**config.mk**
```make
export PLATFORM = sky130hd
export DESIGN_NAME = ccsr_top
export DESIGN_NICKNAME = d
export VERILOG_FILES = /design/src/rtl/ccsr_pkg.sv /design/src/rtl/ccsr_sc_flag.sv /design/src/rtl/ccsr_flag_bank.sv /design/src/rtl/ccsr_lock.sv /design/src/rtl/ccsr_pc.sv /design/src/rtl/ccsr_top.sv
export SDC_FILE = /design/constraint.sdc
export NUM_CORES = 1
export LEC_CHECK = 0
export ABC_AREA = 1
export ABC_CLOCK_PERIOD_IN_PS = 1450
export BUFFER_PORTS_ARGS = -buffer_cell sky130_fd_sc_hd__buf_2
export CORE_MARGIN = 2
export CORE_UTILIZATION = 42
export CTS_CLUSTER_DIAMETER = 80
export DETAILED_ROUTE_END_ITERATION = 8
export GPL_TIMING_DRIVEN = 1
export PLACE_DENSITY = 0.8
export SLEW_MARGIN = 10
export SYNTH_ARGS = -nofsm -noshare
export SYNTH_HDL_FRONTEND = slang
export SYNTH_SLANG_ARGS = --single-unit
```
**constraint.sdc**
```tcl
create_clock -name clk -period 1.45 [get_ports clk]
set_input_delay 0.145 -clock clk [delete_from_list [all_inputs] [get_ports clk]]
set_output_delay 0.145 -clock clk [all_outputs]
set_load 0.02 [all_outputs]
```
**src/rtl/ccsr_pkg.sv**
```systemverilog
package ccsr_pkg;
   // command bit positions of a status write
   localparam int unsigned CMD_CLR_HALT = 0;
   localparam int unsigned CMD_SET_HALT = 1;
   localparam int unsigned CMD_CLR_BRK  = 2;
   localparam int unsigned CMD_CLR_IRQ  = 3;
   localparam int unsigned CMD_SET_IRQ  = 4;
   localparam int unsigned CMD_W        = 5;

   // field positions of a status read
   localparam int unsigned ST_HALT     = 0;
   localparam int unsigned ST_BRK      = 1;
   localparam int unsigned ST_DMA_BUSY = 2;
   localparam int unsigned ST_DMA_FULL = 3;
   localparam int unsigned ST_IRQ      = 4;

   // flag slots held in the set/clear flag bank
   localparam int unsigned FLG_HALT = 0;
   localparam int unsigned FLG_BRK  = 1;
   localparam int unsigned FLG_IRQ  = 2;
   localparam int unsigned NFLAG    = 3;

   typedef enum logic [1:0] {
      SEL_NONE   = 2'd0,
      SEL_STATUS = 2'd1,
      SEL_PC     = 2'd2,
      SEL_SEM    = 2'd3
   } reg_sel_e;
endpackage

```
**src/rtl/ccsr_sc_flag.sv**
```systemverilog
module ccsr_sc_flag #(
   parameter bit RST_VAL = 1'b0
) (
   input  logic clk,
   input  logic rst_n,
   input  logic set_i,
   input  logic clr_i,
   output logic q_o
);
   logic q;

   always_ff @(posedge clk or negedge rst_n) begin
      if (!rst_n)
         q <= RST_VAL;
      else if (set_i && !clr_i)
         q <= 1'b1;
      else if (clr_i && !set_i)
         q <= 1'b0;
   end

   assign q_o = q;
endmodule

```
**src/rtl/ccsr_flag_bank.sv**
```systemverilog
module ccsr_flag_bank
   import ccsr_pkg::*;
(
   input  logic              clk,
   input  logic              rst_n,
   input  logic              stat_we,
   input  logic [CMD_W-1:0]  cmd,
   input  logic              core_brk,
   output logic [NFLAG-1:0]  flags
);
   localparam logic [NFLAG-1:0] RST_VEC = NFLAG'(1) << FLG_HALT;

   logic [NFLAG-1:0] set_v;
   logic [NFLAG-1:0] clr_v;
   logic [CMD_W-1:0] cmd_g;

   assign cmd_g = stat_we ? cmd : '0;

   always_comb begin
      set_v = '0;
      clr_v = '0;
      // a break stop dominates any host clear in the same cycle
      set_v[FLG_HALT] = cmd_g[CMD_SET_HALT] | core_brk;
      clr_v[FLG_HALT] = cmd_g[CMD_CLR_HALT] & ~core_brk;
      set_v[FLG_BRK]  = core_brk;
      clr_v[FLG_BRK]  = cmd_g[CMD_CLR_BRK] & ~core_brk;
      set_v[FLG_IRQ]  = cmd_g[CMD_SET_IRQ];
      clr_v[FLG_IRQ]  = cmd_g[CMD_CLR_IRQ];
   end

   for (genvar gi = 0; gi < NFLAG; gi++) begin : g_flag
      ccsr_sc_flag #(
         .RST_VAL (RST_VEC[gi])
      ) u_flag (
         .clk   (clk),
         .rst_n (rst_n),
         .set_i (set_v[gi]),
         .clr_i (clr_v[gi]),
         .q_o   (flags[gi])
      );
   end
endmodule

```
**src/rtl/ccsr_lock.sv**
```systemverilog
module ccsr_lock (
   input  logic clk,
   input  logic rst_n,
   input  logic host_acq,
   input  logic host_rel,
   input  logic core_acq,
   input  logic core_rel,
   output logic lock_q,
   output logic core_seen
);
   logic lock;
   logic seen;

   always_ff @(posedge clk or negedge rst_n) begin
      if (!rst_n) begin
         lock <= 1'b0;
         seen <= 1'b0;
      end else begin
         if (host_acq || core_acq)
            lock <= 1'b1;
         else if (host_rel || core_rel)
            lock <= 1'b0;
         // host is served first: a simultaneous core attempt sees it taken
         if (core_acq)
            seen <= host_acq ? 1'b1 : lock;
      end
   end

   assign lock_q    = lock;
   assign core_seen = seen;
endmodule

```
**src/rtl/ccsr_pc.sv**
```systemverilog
module ccsr_pc #(
   parameter int unsigned PC_W = 12
) (
   input  logic            clk,
   input  logic            rst_n,
   input  logic            host_we,
   input  logic [PC_W-1:0] host_d,
   input  logic            core_en,
   input  logic [PC_W-1:0] core_d,
   input  logic            halted,
   output logic [PC_W-1:0] pc_q
);
   logic [PC_W-1:0] pc;

   always_ff @(posedge clk or negedge rst_n) begin
      if (!rst_n)
         pc <= '0;
      else if (host_we)
         pc <= host_d;
      else if (core_en && !halted)
         pc <= core_d;
   end

   assign pc_q = pc;
endmodule

```
**src/rtl/ccsr_top.sv**
```systemverilog
module ccsr_top
   import ccsr_pkg::*;
#(
   parameter int unsigned DATA_W     = 32,
   parameter int unsigned ADDR_W     = 4,
   parameter int unsigned PC_W       = 12,
   parameter int unsigned STATUS_IDX = 0,
   parameter int unsigned PC_IDX     = 1,
   parameter int unsigned SEM_IDX    = 2
) (
   input  logic              clk,
   input  logic              rst_n,
   input  logic              bus_wr,
   input  logic              bus_rd,
   input  logic [ADDR_W-1:0] bus_addr,
   input  logic [DATA_W-1:0] bus_wdata,
   output logic [DATA_W-1:0] bus_rdata,
   input  logic              dma_busy,
   input  logic              dma_full,
   input  logic              irq_en,
   output logic              host_irq,
   input  logic              core_brk,
   input  logic              core_pc_en,
   input  logic [PC_W-1:0]   core_pc_nxt,
   input  logic              core_sem_req,
   input  logic              core_sem_rel,
   output logic              core_sem_seen,
   output logic              halted,
   output logic              brk_flag,
   output logic [PC_W-1:0]   pc_out
);
   localparam int unsigned NREG = 1 << ADDR_W;

   // elaboration-time parameter checks
   if (DATA_W < CMD_W) begin : g_bad_data_w
      $error("DATA_W must hold the status command field");
   end
   if (PC_W > DATA_W || PC_W == 0) begin : g_bad_pc_w
      $error("PC_W must be between 1 and DATA_W");
   end
   if (STATUS_IDX >= NREG || PC_IDX >= NREG || SEM_IDX >= NREG) begin : g_bad_idx
      $error("register index does not fit in ADDR_W");
   end
   if (STATUS_IDX == PC_IDX || STATUS_IDX == SEM_IDX || PC_IDX == SEM_IDX) begin : g_dup_idx
      $error("register indices must be distinct");
   end

   reg_sel_e         sel;
   logic [NFLAG-1:0] flags;
   logic             lock_q;
   logic [PC_W-1:0]  pc_q;
   logic [DATA_W-1:0] rd_mux;
   logic [DATA_W-1:0] rdata_q;

   always_comb begin
      if (bus_addr == ADDR_W'(STATUS_IDX))
         sel = SEL_STATUS;
      else if (bus_addr == ADDR_W'(PC_IDX))
         sel = SEL_PC;
      else if (bus_addr == ADDR_W'(SEM_IDX))
         sel = SEL_SEM;
      else
         sel = SEL_NONE;
   end

   ccsr_flag_bank u_flags (
      .clk      (clk),
      .rst_n    (rst_n),
      .stat_we  (bus_wr && sel == SEL_STATUS),
      .cmd      (bus_wdata[CMD_W-1:0]),
      .core_brk (core_brk),
      .flags    (flags)
   );

   ccsr_lock u_lock (
      .clk       (clk),
      .rst_n     (rst_n),
      .host_acq  (bus_rd && sel == SEL_SEM),
      .host_rel  (bus_wr && sel == SEL_SEM),
      .core_acq  (core_sem_req),
      .core_rel  (core_sem_rel),
      .lock_q    (lock_q),
      .core_seen (core_sem_seen)
   );

   ccsr_pc #(
      .PC_W (PC_W)
   ) u_pc (
      .clk     (clk),
      .rst_n   (rst_n),
      .host_we (bus_wr && sel == SEL_PC),
      .host_d  (bus_wdata[PC_W-1:0]),
      .core_en (core_pc_en),
      .core_d  (core_pc_nxt),
      .halted  (flags[FLG_HALT]),
      .pc_q    (pc_q)
   );

   always_comb begin
      rd_mux = '0;
      unique case (sel)
         SEL_STATUS: begin
            rd_mux[ST_HALT]     = flags[FLG_HALT];
            rd_mux[ST_BRK]      = flags[FLG_BRK];
            rd_mux[ST_DMA_BUSY] = dma_busy;
            rd_mux[ST_DMA_FULL] = dma_full;
            rd_mux[ST_IRQ]      = flags[FLG_IRQ];
         end
         SEL_PC:  rd_mux[PC_W-1:0] = pc_q;
         SEL_SEM: rd_mux[0] = lock_q;
         default: rd_mux = '0;
      endcase
   end

   always_ff @(posedge clk or negedge rst_n) begin
      if (!rst_n)
         rdata_q <= '0;
      else if (bus_rd)
         rdata_q <= rd_mux;
   end

   if (PC_W < DATA_W) begin : g_wd_spare
      logic unused_wd;
      assign unused_wd = ^bus_wdata[DATA_W-1:PC_W];
   end

   assign bus_rdata = rdata_q;
   assign host_irq  = flags[FLG_IRQ] & irq_en;
   assign halted    = flags[FLG_HALT];
   assign brk_flag  = flags[FLG_BRK];
   assign pc_out    = pc_q;
endmodule

```
==> impl_metrics.toml <==
[outcome]
status = "complete, no violations"

[power_and_ir_drop]
p_clk_share_pct = 35.8
switching_share_pct = 30.4
p_seq_share_pct = 41.4
p_int_uw = 1650
netSwitchingPower_uw = 717
p_comb_share_pct = 22.8
power_per_cell_area_nw_per_um2 = 1160
power.leakage_uw = 0.00117
power_uw = 2360
ir_drop_uv = 469

[synthesis]
synth-main-ff-cell = "dfrtp_1"
yosys.area_share.simple_pct = 33.3
synth_fa_ha_area_share_pct = 1.56
netlist_area_um2 = 1600
yosysMostFrequentCell = "nand2_1"
synthDistinctLibCells = 24
muxShareOfSynthArea_pct = 0.704
yosysTopAreaCell = "dfrtp_1"
synth_common_cells = "nand2_1 (50), dfrtp_1 (28), nand3_1 (27), nor2_1 (26), buf_4 (20)"
synth_xor_area_share_pct = 0
async_reset_ff_share_pct = 100
yosysWarnings = 0
synth_edf_count = 0
synth-compound-area-share_pct = 2.90
synth_top_family_by_area = "simple AND/OR/NAND/NOR gates"
synth_top_area_share_pct = 43.8
ys_ff_latch = 29
synthTopCellsByArea = "dfrtp_1 (44%), nand2_1 (12%), buf_4 (9.4%)"
synthCells = 203
synth-seq-area-share_pct = 45.5
syn_avg_cell_area_um2 = 7.88

[global_routing]
grt_util_met1_pct = 21.5
grt_pass1_wl_um = 5770
grt_most_used_layer = "met2"
overflow = 0
grt_pass1_vias = 1345
gr-usage-met2_pct = 28.9
grt_usage_pct = 17.9
grt_max_degree = 30
use_met3_pct = 3.77
antenna_found_initial = 0

[clocking]
cts.sinks = 29
post_cts_buffers = 0
numCtsBuffers = 5
clkLatencyLatePin_ns = 0.28
cts_resized = 0
cts_buffer_depth = 2
path_clk_slew_ns = 0.06
hold_buffers = 1
tritoncts = "built"
h-tree-depth = 2
cts-root-buf = "clkbuf_8"

[sta]
tns_ns = 0
period_share_pct = 86.4
hold_viol = 0
max_slew_margin_pct = 58.5
max_slew.worst_pin.slew_ns = 0.622
rsz0062_at_grt = "no"
finClkSkew_ns = 0.00560
setup_violations = 0
finalMaxSlewViolations = 0
maxClockFrequency_ghz = 0.798
period_minus_slack_ns = 1.25

[critical_path]
crit_top_cell = "nand2_1"
ff2ff_path_depth = 7
r2r_start = "u_flags.g_flag[0].u_flag.q_o"
r2r_slack_ns = 0.20
crit_required_ns = 1.62
critPathMaxStageDelay_ns = 0.55
worst-setup-path-type = "reg2reg"
r2r-end = "u_pc.pc_q[5]"
critical_path_buf_inv_count = 2
cpMaxStageDelayCell = "dfstp_2"
cp_cell_sequence = "inv_1 > nand2_1 > inv_1 > nand2_1 > nand2_1 > nor2_1 > nor2_1"
cp_max_fo = 12
endpoint_kind = "flop"
cp_top_family = "flip-flops"
critPathArrivalTime_ns = 1.42
start_kind = "flop"

[place]
place_congestion = 0.790
placedCellCount = 315
dp_hpwl_um = 2760
place_area_um2 = 1920
io_buffer_count = 66

[detailed_routing]
vias_per_cell = 4.60
drtPass1Iterations = 4
antenna_left = 0
num_vias = 1490
post_drt_wl_per_cell_um = 11.0
drtIter0Drc = 95
wirelength_um = 3570
drc = 0

[job]
drv_cap = 0

[layout]
multi_input_area_um2 = 689
synthToLayoutAreaGrowth_pct = 27.8
seqCellArea_um2 = 727
final_cell_area_um2 = 2040
fillers = 382
drive_above_1_share_pct = 31.5
antenna_cells = 0
nets = 336
fin_cells = 324

[hold_path]
holdPathStages = 2
hold_end = "u_lock.core_seen"
hp-class = "in2reg"
holdCritStartpoint = "core_sem_req"

[floorplan]
die_height_um = 65.7
initial_utilization_pct = 43.7
fp-row-count = 22
core_area_um2 = 3660
io_pins = 107
design.die.area_um2 = 4320
die_w_um = 65.7
==> kinds of logic (layout without fill, tap and decap cells) <==
| group | Yosys count | after routing |
|---|---|---|
| other | 1 | 20 |
| adders and majority gates | 2 | 2 |
| and+or+nand+nor | 117 | 117 |
| AOI/OAI and AO/OA | 9 | 9 |
| muxes | 1 | 1 |
| DFF | 29 | 29 |
| buffers and inverters | 44 | 98 |
==> placed cells by master (no fill, tap or decap) <==
| master | count |
|---|---|
| a21oi_1 | 1 |
| a31oi_1 | 1 |
| buf_2 | 66 |
| buf_4 | 6 |
| bufinv_16 | 1 |
| clkbuf_1 | 1 |
| clkbuf_8 | 6 |
| clkinv_2 | 1 |
| conb_1 | 20 |
| dfrtp_1 | 28 |
| dfstp_2 | 1 |
| dlygate4sd3_1 | 1 |
| ha_1 | 2 |
| inv_1 | 15 |
| inv_2 | 1 |
| mux2_2 | 1 |
| nand2_1 | 50 |
| nand3_1 | 27 |
| nand3_4 | 1 |
| nand3b_1 | 1 |
| nand4_1 | 8 |
| nor2_1 | 26 |
| nor2_2 | 1 |
| nor2_4 | 2 |
| nor3b_1 | 1 |
| o21ai_0 | 7 |
==> per-stage QoR <==
step	hold WS, ns	worst slack, ns	util (%)
global route	0.0778	0.0303	55.8
floorplan	-0.151	0.0939	-
finish	0.0805	0.197	55.8
CTS	0.0735	0.187	55.8
detailed placement	0.201	0.0855	52.4
global placement	0.202	0.104	52.4
==> layout make-up <==
| type | count | area share (%) |
|---|---|---|
| clock buffers | 7 | 4.23 |
| clock inverters | 1 | 1.47 |
| repair buffers | 73 | 18.9 |
| flip-flops and latches | 29 | 35.6 |
| multi-input cells | 149 | 33.7 |
| inverters | 17 | 3.18 |
| well taps | 48 | 2.94 |
==> power groups by stage <==
stage                     clock (uW)  sequential, uW  combinational [uW]
final                            846             978                 539
after global routing             900             989                 598
after CTS                        866             976                 546
after detailed placement           0             990                 542
after global placement             0             989                 534
after floorplan                    0            1090                 263
==> registers in the layout, indices dropped and copies added (netlist names) <==
| register | cells |
|---|---|
| bus_rdata | 12 |
| u_pc.pc_q | 12 |
| u_flags.g_flag.u_flag.q_o | 3 |
| u_lock.core_seen | 1 |
| u_lock.lock_q | 1 |
==> worst max-delay path by stage <==
stage / from / to / slack (ns) / cells after the start
CTS: u_flags.g_flag[0].u_flag.q_o / u_pc.pc_q[5] / 0.19 / 7
finish: u_flags.g_flag[0].u_flag.q_o / u_pc.pc_q[5] / 0.20 / 7
global placement: bus_addr[1] / u_flags.g_flag[2].u_flag.q_o / 0.10 / 7
detailed placement: bus_addr[1] / u_flags.g_flag[2].u_flag.q_o / 0.09 / 7
global route: u_flags.g_flag[0].u_flag.q_o / u_pc.pc_q[7] / 0.03 / 7
floorplan: bus_addr[1] / u_flags.g_flag[2].u_flag.q_o / 0.09 / 6
==> worst reg2reg max path, delay by kind of cell, from the launching register on <==
family        cells  cell delay [ns]
flops             1             0.55
buf+inv           2             0.24
simple gates      5             0.37
==> per-layer routing <==
| layer | vias up | wire (um) |
|---|---|---|
| li1 | 756 | - |
| met1 | 671 | 1490 |
| met2 | 54 | 1750 |
| met3 | 9 | 234 |
| met4 | 0 | 98 |
| met5 | - | 0 |
(Power assumes the default switching activity.)
